**src/rtl/fpc_pkg.sv**
```systemverilog
package fpc_pkg;
  parameter int unsigned SFR_AW = 3;
  parameter int unsigned SFR_DW = 8;

  parameter logic [SFR_AW-1:0] OFF_KEY     = 3'd0;
  parameter logic [SFR_AW-1:0] OFF_CTRL    = 3'd1;
  parameter logic [SFR_AW-1:0] OFF_ADDR_LO = 3'd2;
  parameter logic [SFR_AW-1:0] OFF_ADDR_HI = 3'd3;
  parameter logic [SFR_AW-1:0] OFF_DATA    = 3'd4;
  parameter logic [SFR_AW-1:0] OFF_CMD     = 3'd5;

  // byte register slots, ordered from OFF_ADDR_LO upward
  parameter int unsigned NUM_BYTE_REGS = 4;

  typedef enum logic [1:0] {
    KEY_LOCKED = 2'd0,
    KEY_HALF   = 2'd1,
    KEY_OPEN   = 2'd2
  } key_state_e;
endpackage

```
**src/rtl/fpc_key_fsm.sv**
```systemverilog
module fpc_key_fsm
  import fpc_pkg::*;
#(
  parameter int unsigned     DW         = 8,
  parameter logic [DW-1:0]   KEY_FIRST  = 8'h87,
  parameter logic [DW-1:0]   KEY_SECOND = 8'h59
) (
  input  logic          clk_i,
  input  logic          rst_ni,
  input  logic          clr_i,
  input  logic          key_we_i,
  input  logic [DW-1:0] key_wdata_i,
  output logic          unlocked_o
);

  key_state_e state_q, state_d;

  always_comb begin
    state_d = state_q;
    if (key_we_i) begin
      if (state_q == KEY_HALF && key_wdata_i == KEY_SECOND) state_d = KEY_OPEN;
      else if (key_wdata_i == KEY_FIRST)                    state_d = KEY_HALF;
      else                                                  state_d = KEY_LOCKED;
    end
  end

  always_ff @(posedge clk_i or negedge rst_ni) begin
    if (!rst_ni)    state_q <= KEY_LOCKED;
    else if (clr_i) state_q <= KEY_LOCKED;
    else            state_q <= state_d;
  end

  assign unlocked_o = (state_q == KEY_OPEN);

  AST_OPEN_NEEDS_SECOND: assert property (@(posedge clk_i) disable iff (!rst_ni)
    $rose(unlocked_o) |-> $past(key_we_i && key_wdata_i == KEY_SECOND));

  AST_BAD_KEY_LOCKS: assert property (@(posedge clk_i) disable iff (!rst_ni)
    (key_we_i && key_wdata_i != KEY_SECOND) |=> !unlocked_o);

endmodule

```
**src/rtl/fpc_mode_ctrl.sv**
```systemverilog
module fpc_mode_ctrl #(
  parameter int unsigned   DW       = 8,
  parameter int unsigned   PROG_BIT = 0,
  parameter logic [DW-1:0] RST_MASK = 8'h83
) (
  input  logic          clk_i,
  input  logic          rst_ni,
  input  logic          ctrl_we_i,
  input  logic [DW-1:0] ctrl_wdata_i,
  input  logic          unlocked_i,
  input  logic          idle_enter_i,
  input  logic          wake_i,
  output logic [DW-1:0] ctrl_o,
  output logic          loader_bank_o,
  output logic          pc_clear_o,
  output logic          sw_reset_o,
  output logic          swrst_req_o
);

  logic [DW-1:0] ctrl_q;
  logic          idle_q, bank_q, pc_clear_q, sw_reset_q;
  logic          ctrl_write;

  assign ctrl_write  = ctrl_we_i && unlocked_i;
  assign swrst_req_o = ctrl_write && ((ctrl_wdata_i & RST_MASK) == RST_MASK);

  always_ff @(posedge clk_i or negedge rst_ni) begin
    if (!rst_ni) begin
      ctrl_q     <= '0;
      idle_q     <= 1'b0;
      bank_q     <= 1'b0;
      pc_clear_q <= 1'b0;
      sw_reset_q <= 1'b0;
    end else if (swrst_req_o) begin
      // software reset outranks every other update this cycle
      ctrl_q     <= '0;
      idle_q     <= 1'b0;
      bank_q     <= 1'b0;
      pc_clear_q <= 1'b0;
      sw_reset_q <= 1'b1;
    end else begin
      sw_reset_q <= 1'b0;
      pc_clear_q <= 1'b0;
      if (ctrl_write) ctrl_q <= ctrl_wdata_i;
      if (wake_i && idle_q) begin
        idle_q <= 1'b0;
        if (ctrl_q[PROG_BIT] && !bank_q) begin
          bank_q     <= 1'b1;
          pc_clear_q <= 1'b1;
        end
      end
      if (idle_enter_i) idle_q <= 1'b1;
    end
  end

  assign ctrl_o        = ctrl_q;
  assign loader_bank_o = bank_q;
  assign pc_clear_o    = pc_clear_q;
  assign sw_reset_o    = sw_reset_q;

  AST_CTRL_HELD_LOCKED: assert property (@(posedge clk_i) disable iff (!rst_ni)
    (ctrl_we_i && !unlocked_i) |=> $stable(ctrl_o));

  AST_PC_CLEAR_PULSE: assert property (@(posedge clk_i) disable iff (!rst_ni)
    pc_clear_o |-> (loader_bank_o && $rose(loader_bank_o)));

  AST_NO_REQ_KEEPS_BANK: assert property (@(posedge clk_i) disable iff (!rst_ni)
    (wake_i && !ctrl_o[PROG_BIT] && !swrst_req_o) |=> $stable(loader_bank_o));

  AST_SWRST_ONE_CYCLE: assert property (@(posedge clk_i) disable iff (!rst_ni)
    sw_reset_o |=> !sw_reset_o);

  AST_SWRST_CLEARS: assert property (@(posedge clk_i) disable iff (!rst_ni)
    sw_reset_o |-> (!loader_bank_o && ctrl_o == '0));

  AST_SWRST_BEATS_WAKE: assert property (@(posedge clk_i) disable iff (!rst_ni)
    (swrst_req_o && wake_i) |=> (!pc_clear_o && !loader_bank_o));

endmodule

```
**src/rtl/fpc_byte_regs.sv**
```systemverilog
module fpc_byte_regs #(
  parameter int unsigned DW = 8,
  parameter int unsigned N  = 4
) (
  input  logic                  clk_i,
  input  logic                  rst_ni,
  input  logic                  clr_i,
  input  logic [N-1:0]          we_i,
  input  logic [DW-1:0]         wdata_i,
  output logic [N-1:0][DW-1:0]  q_o
);

  for (genvar g = 0; g < N; g++) begin : g_reg
    logic [DW-1:0] q;
    always_ff @(posedge clk_i or negedge rst_ni) begin
      if (!rst_ni)     q <= '0;
      else if (clr_i)  q <= '0;
      else if (we_i[g]) q <= wdata_i;
    end
    assign q_o[g] = q;

    AST_BYTE_WRITE: assert property (@(posedge clk_i) disable iff (!rst_ni)
      (we_i[g] && !clr_i) |=> (q_o[g] == $past(wdata_i)));
  end

endmodule

```
**src/rtl/flash_prog_ctrl.sv**
```systemverilog
module flash_prog_ctrl
  import fpc_pkg::*;
#(
  parameter logic [SFR_DW-1:0] KEY_FIRST  = 8'h87,
  parameter logic [SFR_DW-1:0] KEY_SECOND = 8'h59,
  parameter logic [SFR_DW-1:0] RST_MASK   = 8'h83,
  parameter int unsigned       PROG_BIT   = 0
) (
  input  logic                clk_i,
  input  logic                rst_ni,
  input  logic                sfr_we_i,
  input  logic                sfr_re_i,
  input  logic [SFR_AW-1:0]   sfr_addr_i,
  input  logic [SFR_DW-1:0]   sfr_wdata_i,
  output logic [SFR_DW-1:0]   sfr_rdata_o,
  input  logic                idle_enter_i,
  input  logic                wake_i,
  output logic                loader_bank_o,
  output logic                pc_clear_o,
  output logic                sw_reset_o,
  output logic [2*SFR_DW-1:0] flash_addr_o,
  output logic [SFR_DW-1:0]   flash_data_o,
  output logic [SFR_DW-1:0]   flash_cmd_o
);

  localparam int unsigned NB = NUM_BYTE_REGS;

  logic                        key_we, ctrl_we, unlocked, swrst_req;
  logic [SFR_DW-1:0]           ctrl;
  logic [NB-1:0]               byte_we;
  logic [NB-1:0][SFR_DW-1:0]   byte_q;

  assign key_we  = sfr_we_i && (sfr_addr_i == OFF_KEY);
  assign ctrl_we = sfr_we_i && (sfr_addr_i == OFF_CTRL);

  for (genvar g = 0; g < NB; g++) begin : g_dec
    assign byte_we[g] = sfr_we_i && (sfr_addr_i == OFF_ADDR_LO + SFR_AW'(g));
  end

  fpc_key_fsm #(
    .DW(SFR_DW), .KEY_FIRST(KEY_FIRST), .KEY_SECOND(KEY_SECOND)
  ) u_key (
    .clk_i, .rst_ni,
    .clr_i       (swrst_req),
    .key_we_i    (key_we),
    .key_wdata_i (sfr_wdata_i),
    .unlocked_o  (unlocked)
  );

  fpc_mode_ctrl #(
    .DW(SFR_DW), .PROG_BIT(PROG_BIT), .RST_MASK(RST_MASK)
  ) u_mode (
    .clk_i, .rst_ni,
    .ctrl_we_i     (ctrl_we),
    .ctrl_wdata_i  (sfr_wdata_i),
    .unlocked_i    (unlocked),
    .idle_enter_i,
    .wake_i,
    .ctrl_o        (ctrl),
    .loader_bank_o,
    .pc_clear_o,
    .sw_reset_o,
    .swrst_req_o   (swrst_req)
  );

  fpc_byte_regs #(.DW(SFR_DW), .N(NB)) u_bytes (
    .clk_i, .rst_ni,
    .clr_i   (swrst_req),
    .we_i    (byte_we),
    .wdata_i (sfr_wdata_i),
    .q_o     (byte_q)
  );

  assign flash_addr_o = {byte_q[OFF_ADDR_HI - OFF_ADDR_LO], byte_q[0]};
  assign flash_data_o = byte_q[OFF_DATA - OFF_ADDR_LO];
  assign flash_cmd_o  = byte_q[OFF_CMD - OFF_ADDR_LO];

  always_comb begin
    sfr_rdata_o = '0;
    if (sfr_re_i) begin
      if (sfr_addr_i == OFF_CTRL) sfr_rdata_o = ctrl;
      for (int i = 0; i < NB; i++)
        if (sfr_addr_i == OFF_ADDR_LO + SFR_AW'(i)) sfr_rdata_o = byte_q[i];
    end
  end

  AST_RDATA_IDLE_ZERO: assert property (@(posedge clk_i) disable iff (!rst_ni)
    (!sfr_re_i || sfr_addr_i == OFF_KEY) |-> (sfr_rdata_o == '0));

endmodule

```
**config.mk**
```make
export PLATFORM = sky130hd
export DESIGN_NAME = flash_prog_ctrl
export DESIGN_NICKNAME = d
export VERILOG_FILES = /design/src/rtl/fpc_pkg.sv /design/src/rtl/fpc_key_fsm.sv /design/src/rtl/fpc_mode_ctrl.sv /design/src/rtl/fpc_byte_regs.sv /design/src/rtl/flash_prog_ctrl.sv
export SDC_FILE = /design/constraint.sdc
export NUM_CORES = 1
export LEC_CHECK = 0
export BUFFER_PORTS_ARGS = -buffer_cell sky130_fd_sc_hd__buf_2
export CAP_MARGIN = 20
export CORE_MARGIN = 2
export CORE_UTILIZATION = 53
export CTS_BUF_LIST = sky130_fd_sc_hd__clkbuf_16
export DETAILED_ROUTE_END_ITERATION = 10
export HOLD_SLACK_MARGIN = 0.15
export PLACE_DENSITY_LB_ADDON = 0.3
export SETUP_SLACK_MARGIN = 0.05
export SLEW_MARGIN = 15
export SYNTH_ARGS = -nofsm -noshare
export SYNTH_HDL_FRONTEND = slang
export SYNTH_HIERARCHICAL = 1
export SYNTH_SLANG_ARGS = --single-unit
```
**constraint.sdc**
```tcl
create_clock -name clk_i -period 1.92 [get_ports clk_i]
set_input_delay 0.384 -clock clk_i [delete_from_list [all_inputs] [get_ports clk_i]]
set_output_delay 0.384 -clock clk_i [all_outputs]
set_load 0.01 [all_outputs]
```
# Yosys cells after proc, flatten, opt, wreduce, memory -nomap -nowiden
# Cells that the tools add are included.
# classes
muxes	30
n_reduce_logical	23
eq_ne	10
# op_table
operator	count
$mux 8	16
$reduce_bool 2->1	8
$logic_and 1x1->1	11
$mux 1	11
$eq 3x3->1 const B	3
$eq 8x7->1 const B	1
$eq 8x8->1 const B	1
$eq 3x2->1 const B	2
$mux 2	3
$eq 3x1->1 const B	1
$logic_not 3->1	1
$reduce_bool 3->1	1
$eq 2x1->1 const B	1
$eq 2x2->1 const B	1
$reduce_and 2->1	1
$logic_not 1->1	1
# word_totals
ff_bits	46
input_bits	17
out_inout_bits	43

# Logic depth before layout (Yosys ltp)
# logic_depth
word_depth	7
mapped_depth	9

# Modules after synthesis
# Netlist, hierarchy kept.
# by_module_without_submodules
mod	area_each_um2	cells_each	instances	seq_area_each_um2
fpc_byte_regs	1301.2	103	1	800.8
fpc_mode_ctrl	508.0	41	1	300.3
flash_prog_ctrl	498.0	59	1	0.0
fpc_key_fsm	138.9	11	1	50.0

# Least setup slack after synthesis
# Ideal clock, no wire load.
# synth_timing
path_kind	input to register
start	in sfr_addr_i[1]
end	reg u_key.state_q[1]
setup_ns	0.122
path_stages	9
required_time_ns	1.798
n_path_buf	3
slack_ns	-0.024
arrival_time_ns	1.823
path_cell_list	buf_6 -> buf_6 -> nand2b_1 -> nor2_1 -> buf_6 -> and2_4 -> and2_2 -> and4bb_1 -> a32o_1
# synth_via
elab_chain_cells	5
word_cells_on_any_way	8
cone_classes	eq/ne (1); mux (1); reduce/logical (6)
# synth_lines
element	line_no	source
start, declared	flash_prog_ctrl.sv:13	input logic [SFR_AW-1:0] sfr_addr_i,
$eq 3x1->1 *	flash_prog_ctrl.sv:34	assign ctrl_we = sfr_we_i && (sfr_addr_i == OFF_CTRL);
$logic_and 1x1->1 *	flash_prog_ctrl.sv:34	
named net ctrl_we	flash_prog_ctrl.sv:28	logic key_we, ctrl_we, unlocked, swrst_req;
$logic_and 1x1->1 *	fpc_mode_ctrl.sv:24	assign ctrl_write = ctrl_we_i && unlocked_i;
$logic_and 1x1->1 *	fpc_mode_ctrl.sv:25	assign swrst_req_o = ctrl_write && ((ctrl_wdata_i & RST_MASK) == RST_MASK);
named net swrst_req	flash_prog_ctrl.sv:28	
$mux 2 or $reduce_bool 2->1 (tied branches)	--	
end signal, assigned	fpc_key_fsm.sv:30	else state_q <= state_d;
end, declared	fpc_key_fsm.sv:16	key_state_e state_q, state_d;
# The timed path passes the listed nets; every way through them passes the cells marked *.
# A chain may end at the register's enable or synchronous reset.

# Worst setup path after layout
# layout_timing
start	in sfr_addr_i[1]
end	out sfr_rdata_o[2]
# layout_via
elab_chain_cells	7
word_cells_on_any_way	11
cone_classes	eq/ne (5); mux (6)
# layout_lines
element	line_no	source
$eq 3x1->1	flash_prog_ctrl.sv:81	if (sfr_addr_i == OFF_CTRL) sfr_rdata_o = ctrl;
$mux 8	flash_prog_ctrl.sv:81	
$mux 8 (3 in a row)	flash_prog_ctrl.sv:83	if (sfr_addr_i == OFF_ADDR_LO + SFR_AW'(i)) sfr_rdata_o = byte_q[i];
$mux 8 *	flash_prog_ctrl.sv:83	
$mux 8 *	flash_prog_ctrl.sv:80	if (sfr_re_i) begin
end, declared	flash_prog_ctrl.sv:15	output logic [SFR_DW-1:0] sfr_rdata_o,
# Mark *: on every way between the ends. The rest lies on a longest branch, timed or not.

==> impl_metrics.env <==
export IMPL_htree_levels=2
export IMPL_cts_path_max_buffers=2
export IMPL_drc=0
export IMPL_viasPerCell=5.69
export IMPL_area_growth_pct=20.7
export IMPL_tightest_slew_ps=268
export IMPL_cp_top_family="buffers and inverters"
export IMPL_clock_sinks=46
export IMPL_startpoint_type="input port"
export IMPL_syn_area_um2=2450
export IMPL_cts_tree="yes"
export IMPL_num_io_pins=60
export IMPL_hold_path_startpoint="idle_enter_i"
export IMPL_post_route_util_pct=66.9
export IMPL_multiInputGateArea_um2=1150
export IMPL_hold_viol_final=0
export IMPL_root_buffer="clkbuf_16"
export IMPL_cts_clk_slew_worst_paths_ps=60
export IMPL_max_slew_margin_pct=82.1
export IMPL_core_area_um2=4410
export IMPL_hp_class="in2reg"
export IMPL_ant_nets=0
export IMPL_end_kind="output pin"
export IMPL_finalCritPeriodShare_pct=94.7
export IMPL_r2r_setup_slack_ps=530
export IMPL_rsz0062_at_grt="false"
export IMPL_critPathMaxStageDelay_ps=350
export IMPL_grt_pass1_vias=1881
export IMPL_busiest_layer="met2"
export IMPL_cp_cell_sequence="clkbuf_4 -> nand2_1 -> nor3_4 -> buf_4 -> a221o_1 -> buf_2"
export IMPL_grtUsageMet1_pct=33.5
export IMPL_avgSynthCellArea_um2=11.4
export IMPL_seq_area_um2=1150
export IMPL_use_met3_pct=5.28
export IMPL_critPathArrivalTime_ps=1440
export IMPL_diodes=0
export IMPL_setup_violations=0
export IMPL_power_density_nw_per_um2=914
export IMPL_grt_pass1_wl_um=9400
export IMPL_clkLatencyLatePin_ps=280
export IMPL_grt_usage_pct=24.0
export IMPL_die_area_um2=5170
export IMPL_reg2reg_to="u_key/state_q[1]"
export IMPL_wire_per_inst_um=17.6
export IMPL_layout_min_cycle_time_ps=1820
export IMPL_overflow=0
export IMPL_yosys_warnings=6
export IMPL_leakage_nw=1.42
export IMPL_synthCells=214
export IMPL_ys_ff_latch=46
export IMPL_holdPathStages=2
export IMPL_fmax_ghz=0.550
export IMPL_antenna_found_initial=0
export IMPL_drv_cap=0
export IMPL_tns_ps=0
export IMPL_run_status="finished clean"
export IMPL_finalMaxSlewViolations=0
export IMPL_cts_buffers=5
export IMPL_yosysSeqAreaShare_pct=47.1
export IMPL_n_fill_cell=362
export IMPL_clock_skew_ps=2.11
export IMPL_start_util_pct=55.4
export IMPL_drtPass1Iterations=4
export IMPL_critical_path_class="in2out"
export IMPL_rr_startpoint="u_key/state_q[0]"
export IMPL_final_layout_size_suffix_gt1_share_pct=34.0
export IMPL_nets=298
export IMPL_path_max_fanout=13
export IMPL_routed_wl_um=5890
export IMPL_drtIter0Drc=92
export IMPL_vias=1901
export IMPL_rows=24
export IMPL_port_buffers=59
export IMPL_gp_congestion=0.799
export IMPL_dieHeight_um=71.9
export IMPL_cp_required_ps=1540
export IMPL_crit_slowest_cell="a221o_1"
export IMPL_grtUsageMet2_pct=36.8
export IMPL_hpwl_um=4020
export IMPL_grt_max_degree=47
export IMPL_worstRegToRegCells=5
export IMPL_synth_nets=231
export IMPL_critPathBufInv=3
export IMPL_synth_distinct_cells=40
export IMPL_vdd_drop_max_v=0.000736
export IMPL_hold_end="u_mode/idle_q"
export IMPL_chipWidth_um=71.9
## stage by stage
stage	cell area (um2)	instances	hold slack, ps	power [mW]	setup slack [ps]
floorplan	2460	214	88.4	1.60	51.3
global placement	2780	323	381	1.87	32.5
detailed placement	2780	323	384	1.89	4.88
CTS	2930	332	366	2.71	70.9
global route	2950	334	372	2.82	61.2
finish	2950	334	370	2.70	101
## cells by family (layout without fill, tap and decap cells)
group | Yosys count | in the layout | share of synthesized area (%)
compound gates | 27 | 27 | 9.05
buf+inv | 17 | 85 | 6.34
flops | 46 | 46 | 47.1
simple gates | 77 | 77 | 16.8
mux | 47 | 47 | 20.7
## worst reg2reg max path: cells and delay by family, from the launching register on
family,cells,cell delay (ps)
AO/OA/AOI/OAI,1,240
flip-flops,1,390
AND/OR/NAND/NOR,4,640
## cell usage after synthesis, drive strengths merged
| master | number | share of area (%) |
|---|---|---|
| a31oi | 1 | 0.26 |
| and2 | 3 | 0.92 |
| o21ai | 2 | 0.41 |
| mux2i | 39 | 16 |
| nor2b | 2 | 0.51 |
| a31o | 1 | 0.36 |
| a21oi | 2 | 0.41 |
| and3b | 1 | 0.36 |
| nor4b | 1 | 0.61 |
| o2bb2ai | 7 | 2.5 |
| and3 | 1 | 0.26 |
| a21boi | 1 | 0.31 |
| nand2b | 2 | 0.51 |
| a32o | 2 | 0.82 |
| nor3 | 3 | 1.1 |
| nand2 | 6 | 0.92 |
| a21o | 1 | 0.31 |
| a211oi | 1 | 0.31 |
| buf | 16 | 6.2 |
| a221o | 6 | 2.5 |
| nor2 | 42 | 6.4 |
| nand3 | 8 | 1.6 |
| nor3b | 1 | 0.31 |
| o31ai | 1 | 0.31 |
| dfrtp | 46 | 47 |
| and4bb | 3 | 1.5 |
| nand3b | 4 | 1.7 |
| o22ai | 1 | 0.26 |
| a2bb2oi | 1 | 0.36 |
| inv | 1 | 0.15 |
| mux2 | 8 | 4.8 |
## layer usage
metal / vias up / part of all wire (%)
met3: 5 / 4.7
met4: 0 / 0.98
met2: 53 / 49
met1: 949 / 46
met5: - / 0
li1: 894 / -
## layout by cell type, fill, tap and decap left out, types with 3 or more instances in the layout
| cell type | synthesis | layout |
|---|---|---|
| nand3_1 | 8 | 8 |
| o2bb2ai_1 | 7 | 7 |
| nand3b_1 | 3 | 3 |
| a221o_1 | 6 | 6 |
| dfrtp_1 | 46 | 46 |
| buf_2 | 4 | 57 |
| mux2i_1 | 39 | 39 |
| mux2_4 | 7 | 7 |
| nand2_1 | 6 | 6 |
| clkbuf_16 | 0 | 5 |
| buf_4 | 2 | 16 |
| nor2_1 | 42 | 41 |
## registers in the layout, indices dropped and copies added, names as in the netlist
signal                cells
u_bytes/g.q              32
u_mode/ctrl_o             8
u_key/state_q             2
u_mode/idle_q             1
u_mode/loader_bank_o      1
u_mode/pc_clear_o         1
u_mode/sw_reset_o         1
## where the power goes
group	total [mW]	internal [mW]	leakage, nW	switching [mW]
Combinational	0.631	0.299	0.770	0.332
Clock	0.822	0.471	0.0724	0.352
Sequential	1.24	1.12	0.577	0.123
## how the worst max path moves through the flow
stage	depth (start not counted)	start	endpoint	slack (ps)
floorplan	9	sfr_addr_i[1]	u_key/state_q[1]	50
global placement	6	sfr_addr_i[0]	sfr_rdata_o[1]	30
detailed placement	6	sfr_addr_i[0]	sfr_rdata_o[1]	5
CTS	5	sfr_addr_i[1]	sfr_rdata_o[2]	70
global route	6	sfr_addr_i[1]	sfr_rdata_o[5]	60
finish	6	sfr_addr_i[1]	sfr_rdata_o[2]	100
## area by class of cell
class	count	area share (%)
multi-input combinational	151	39.0
clock buffer	5	4.24
sequential	46	39.0
timing repair buffer	76	15.0
inverter	1	0.127
tap	52	2.20
clock inverter	3	0.424
## timing repair
item	in CTS	in global routing
endpoints found under the setup margin	4	6
buffers inserted	0	2
gates resized for setup	1	1
hold endpoints to repair	46	0
pin swaps	0	1
hold buffers	1	0
No activity file was read; power rests on OpenSTA's default activity.
